--- config.mk ---
export PLATFORM = sky130hd
export DESIGN_NAME = vec_shuffle
export DESIGN_NICKNAME = d
export VERILOG_FILES = /design/src/rtl/shuf_pkg.sv /design/src/rtl/shuf_ctrl.sv /design/src/rtl/shuf_datapath.sv /design/src/rtl/vec_shuffle.sv
export SDC_FILE = /design/constraint.sdc
export NUM_CORES = 1
export LEC_CHECK = 0
export BUFFER_PORTS_ARGS = -buffer_cell sky130_fd_sc_hd__buf_2
export CORE_ASPECT_RATIO = 1.75
export CORE_UTILIZATION = 50
export CTS_CLUSTER_SIZE = 40
export DETAILED_ROUTE_END_ITERATION = 10
export PLACE_DENSITY = 0.82
export SYNTH_ARGS = -nofsm -noshare
export SYNTH_HDL_FRONTEND = slang
export SYNTH_SLANG_ARGS = --single-unit
--- constraint.sdc ---
create_clock -name clk -period 3.8 [get_ports clk]
set_input_delay 0.57 -clock clk [delete_from_list [all_inputs] [get_ports clk]]
set_output_delay 0.57 -clock clk [all_outputs]
set_load 0.005 [all_outputs]
--- src/rtl/shuf_pkg.sv ---
package shuf_pkg;
  localparam int GRP   = 4;
  localparam int SEL_W = 2;
  localparam int IMM_W = GRP * SEL_W;
  localparam int NUM_W = 3;

  typedef enum logic [1:0] {
    FMT_BYTE = 2'd0,
    FMT_HALF = 2'd1,
    FMT_WORD = 2'd2,
    FMT_BAD  = 2'd3
  } fmt_e;

  typedef struct packed {
    logic             load;
    logic             clearRes;
    logic [NUM_W-1:0] widthHot;
  } shufCtrl_t;
endpackage

--- src/rtl/shuf_ctrl.sv ---
module shuf_ctrl
  import shuf_pkg::*;
(
  input  logic      clk,
  input  logic      rst,
  input  logic      inValid,
  input  logic [1:0] fmtSel,
  output shufCtrl_t ctrl,
  output logic      outValid,
  output logic      fmtErr
);
  logic badFmt;

  always_comb begin
    badFmt        = (fmtSel == FMT_BAD);
    ctrl.load     = inValid;
    ctrl.clearRes = badFmt;
    ctrl.widthHot = '0;
    unique case (fmtSel)
      FMT_BYTE: ctrl.widthHot[0] = 1'b1;
      FMT_HALF: ctrl.widthHot[1] = 1'b1;
      FMT_WORD: ctrl.widthHot[2] = 1'b1;
      default:  ctrl.widthHot    = '0;
    endcase
  end

  always_ff @(posedge clk) begin
    if (rst) begin
      outValid <= 1'b0;
      fmtErr   <= 1'b0;
    end else begin
      outValid <= inValid;
      if (inValid) fmtErr <= badFmt;
    end
  end
endmodule

--- src/rtl/shuf_datapath.sv ---
module shuf_datapath
  import shuf_pkg::*;
#(
  parameter int VEC_W = 128
) (
  input  logic             clk,
  input  logic             rst,
  input  shufCtrl_t        ctrl,
  input  logic [VEC_W-1:0] srcVec,
  input  logic [IMM_W-1:0] shufImm,
  output logic [VEC_W-1:0] resVec
);
  logic [NUM_W-1:0][VEC_W-1:0] permByWidth;
  logic [VEC_W-1:0]            nextRes;
  logic [VEC_W-1:0]            resReg;

  for (genvar w = 0; w < NUM_W; w++) begin : g_width
    localparam int EW = 8 << w;
    localparam int NL = VEC_W / EW;
    for (genvar i = 0; i < NL; i++) begin : g_lane
      localparam int BASE = (i / GRP) * GRP;
      localparam int POS  = i % GRP;
      logic [SEL_W-1:0] laneSel;
      assign laneSel = shufImm[POS*SEL_W +: SEL_W];
      assign permByWidth[w][i*EW +: EW] = srcVec[(BASE + int'(laneSel))*EW +: EW];
    end
  end

  always_comb begin
    nextRes = '0;
    for (int w = 0; w < NUM_W; w++) begin
      if (ctrl.widthHot[w]) nextRes = permByWidth[w];
    end
  end

  always_ff @(posedge clk) begin
    if (rst) begin
      resReg <= '0;
    end else if (ctrl.load) begin
      resReg <= ctrl.clearRes ? '0 : nextRes;
    end
  end

  assign resVec = resReg;
endmodule

--- src/rtl/vec_shuffle.sv ---
module vec_shuffle
  import shuf_pkg::*;
#(
  parameter int VEC_W = 128
) (
  input  logic             clk,
  input  logic             rst,
  input  logic             inValid,
  input  logic [VEC_W-1:0] srcVec,
  input  logic [7:0]       shufImm,
  input  logic [1:0]       fmtSel,
  output logic             outValid,
  output logic [VEC_W-1:0] resVec,
  output logic             fmtErr
);
  shufCtrl_t ctrl;

  shuf_ctrl u_ctrl (
    .clk(clk), .rst(rst), .inValid(inValid), .fmtSel(fmtSel),
    .ctrl(ctrl), .outValid(outValid), .fmtErr(fmtErr)
  );

  shuf_datapath #(.VEC_W(VEC_W)) u_dp (
    .clk(clk), .rst(rst), .ctrl(ctrl), .srcVec(srcVec),
    .shufImm(shufImm), .resVec(resVec)
  );
endmodule

==> impl_metrics.csv <==
group,metric,value,unit
global_routing,grt_first_pass_wirelength,104000,um
timing,slew-limit-headroom,0.272,
layout,fin_cells,2011,
floorplanning,row_count,88,
timing,finalHoldViolations,0,
detailed_routing,vias,16800,
global_routing,use_met2,0.600,
clock_tree,cts_tree,"built",
clock_tree,path_clk_slew,0.06,ns
floorplanning,fp.dieW,140,um
global_routing,grt.total_usage,0.409,
clock_tree,cts_resized,0,
global_routing,grt_pass1_vias,16100,
power_and_ir_drop,p_leak,6.89,nW
place,hpwl,43500,um
worst_setup_path,critical_path_buf_inv_count,3,
timing,tns,0,ns
detailed_routing,post_drt_wl_per_cell,34.3,um
worst_setup_path,ff2ff_setup_slack,2.84,ns
global_routing,grt-ovfl-total,0,
detailed_routing,drt_first_pass_iters,7,
floorplanning,die_h,243,um
timing,tightest_slew,1.09,ns
synth,synth_adder_area_share,0,
power_and_ir_drop,irDropWorstVdd,0.000266,V
worst_setup_path,cp.required,4.10,ns
layout,multi_input_area,12300,um^2
floorplanning,coreArea,32800,um^2
layout,drive_gt1_frac,0.460,
clock_tree,clk_latency,0.46,ns
timing,min_period_over_period,0.690,
global_routing,use_met1,0.511,
clock_tree,hold_buffers,0,
synth,yosysTopAreaCell,"mux4_2",
place,place_congestion,0.989,
layout,fillCellCount,2732,
worst_setup_path,cp_slowest_cell,"a221oi_1",
global_routing,grt_antenna_before_repair,6,
power_and_ir_drop,finalPower,5.54,mW
place,place_inst,1972,
synth,synthCells,1536,
synth,synth-simple-area-share,0.0734,
worst_setup_path,crit_chain,"buf_4 > buf_4 > inv_1 > a221oi_1 > a211oi_1",
detailed_routing,drc_errors,0,
synth,yosysTopAreaCellShare,0.388,
global_routing,busiest_layer,"met2",
detailed_routing,antenna_left,0,
hold_path,hold_path.class,"reg2reg",
synth,synth_common_cells,"mux4_2, clkbuf_1, dfxtp_1",
run,drv_cap,0,
worst_setup_path,cp-end-kind,"register",
worst_setup_path,worst-setup-path-type,"in2reg",
place,portBuffers,270,
detailed_routing,finalWirelength,69000,um
clock_tree,cts_buffers,17,
layout,syn_to_final_growth,8.50,%
clock_tree,cts_sinks,130,
floorplanning,die-area,34000,um^2
worst_setup_path,cp.arrival,2.92,ns
worst_setup_path,slowest_delay,0.96,ns
synth,synth.area.top_cells,"mux4_2, dfxtp_1, mux2i_1",
synth,syn_area,16600,um^2
power_and_ir_drop,power_density,307,nW/um^2
timing,rsz0062_at_grt,"false",
synth,ys.flop_type,"dfxtp_1",
worst_setup_path,crit_top_cell,"buf_4",
layout,final-seq-area,2600,um^2
floorplanning,initial_core_util,0.506,
synth,synth_mux_area_frac,0.521,
synth,async_flop_share,0,
layout,finalNetCount,1727,
status,status,"complete, no violations",
worst_setup_path,crit_fanout,39,
detailed_routing,drtIter0Drc,3347,
place,pre_cts_ws,1.06,ns
synth,synth_xor_area_frac,0,
synth,ys.warnings.count,0,
global_routing,grt_max_degree,61,
synth,synth_edf_count,0,
clock_tree,clk_path_buf_depth,2,
timing,setup_viol,0,
timing,skew,0,ns
timing,slew_viol_final,0,
worst_setup_path,critical_path.top_delay_family,"buffers and inverters",
timing,fmax,0.381,GHz
clock_tree,cts_htree_levels,4,
timing,fin_crit,2.62,ns
synth,synth_area_per_cell,10.8,um^2
synth,ys_seq_area_frac,0.157,
synth,synth_top_family_by_area,"multiplexers",
worst_setup_path,startpoint_type,"primary input",
timing,layout_setup_ws,1.18,ns
synth,synth_most_common_cell,"mux4_2",
global_routing,grt_use_met3,0.136,
synth,synth_nets,1677,
clock_tree,cts_setup_buffers,0,
detailed_routing,viasPerCell,8.36,
synth,synth-seq-cells,130,
floorplanning,ioPinCount,271,
synth,synth-compound-area-share,0.144,
clock_tree,root_buffer,"clkbuf_16",
synth,synth.distinct_cells,58,
-- worst paths after layout --
path                         from               to  cells past startpoint
setup / recovery       shufImm[5]  u_dp.resVec[84]                      5
hold / removal    u_dp.resVec[83]  u_dp.resVec[83]                      1
setup reg to reg  u_dp.resVec[43]  u_dp.resVec[43]                      2
hold reg to reg   u_dp.resVec[83]  u_dp.resVec[83]                      1
-- cells by family (layout without fill, tap and decap cells) --
| logic type | count (synthesis) | in the layout |
|---|---|---|
| other cells | 0 | 7 |
| flops | 130 | 130 |
| simple gates | 269 | 269 |
| mux | 465 | 465 |
| buf+inv | 305 | 368 |
| compound gates | 367 | 367 |
-- state kept, by name, indices dropped and copies added (netlist names) --
register / flops
u_ctrl.fmtErr: 1
u_ctrl.outValid: 1
u_dp.resVec: 128
-- per-layer routing --
| layer | share of wire | wire, um |
|---|---|---|
| met5 | 0.00019 | 13 |
| met4 | 0.086 | 5900 |
| met3 | 0.17 | 11700 |
| met2 | 0.43 | 30000 |
| met1 | 0.31 | 21400 |
-- layout make-up --
| cell class | instances | area share |
|---|---|---|
| well taps | 405 | 0.0281 |
| inverters | 8 | 0.00180 |
| multi-input cells | 1101 | 0.681 |
| diodes | 7 | 0.000972 |
| flip-flops and latches | 130 | 0.144 |
| clock buffers | 21 | 0.0266 |
| repair buffers | 328 | 0.107 |
| clock inverters | 11 | 0.00972 |
-- placed cells by master (no fill, tap or decap), types with 5 or more instances in the layout --
master     Yosys  layout
dfxtp_1      130     130
clkbuf_16      0      17
a22oi_1       28      28
a211oi_1      48      48
nor2_1       110     109
nor4_1        21      21
a22o_1        12      12
mux2i_1       85      85
mux2_2        73      73
o22a_1         7       7
a21oi_1       83      83
o211ai_1       6       6
o21ai_0       83      83
and2_1         8       8
buf_2         37     261
a221oi_1       6       6
o221ai_1      15      15
nand2_1       58      58
inv_1          6       5
nor2b_1       11      10
diode_2        0       7
o221a_2        8       8
nor3_1        34      34
mux4_1        20      20
buf_12         5      10
o22ai_1       24      24
nand2b_1      10      10
mux4_2       286     286
a21o_1         6       6
o21ai_1       17      17
buf_4         41      57
o41ai_1        8       8
-- power by group --
part,switching [mW],internal [mW]
clock,0.737,1.17
combinational,1.11,0.949
sequential,0.0949,1.47
total,1.95,3.59
-- stage by stage --
| stage | utilization | instance area (um^2) | hold slack [ns] |
|---|---|---|---|
| final | 0.549 | 18000 | 0.461 |
| after global placement | 0.529 | 17400 | 0.433 |
| after detailed placement | 0.529 | 17400 | 0.437 |
| after global routing | 0.549 | 18000 | 0.480 |
| after CTS | 0.549 | 18000 | 0.462 |
| after floorplan | - | 16600 | 0.444 |
No activity file was read; power rests on OpenSTA's default activity.
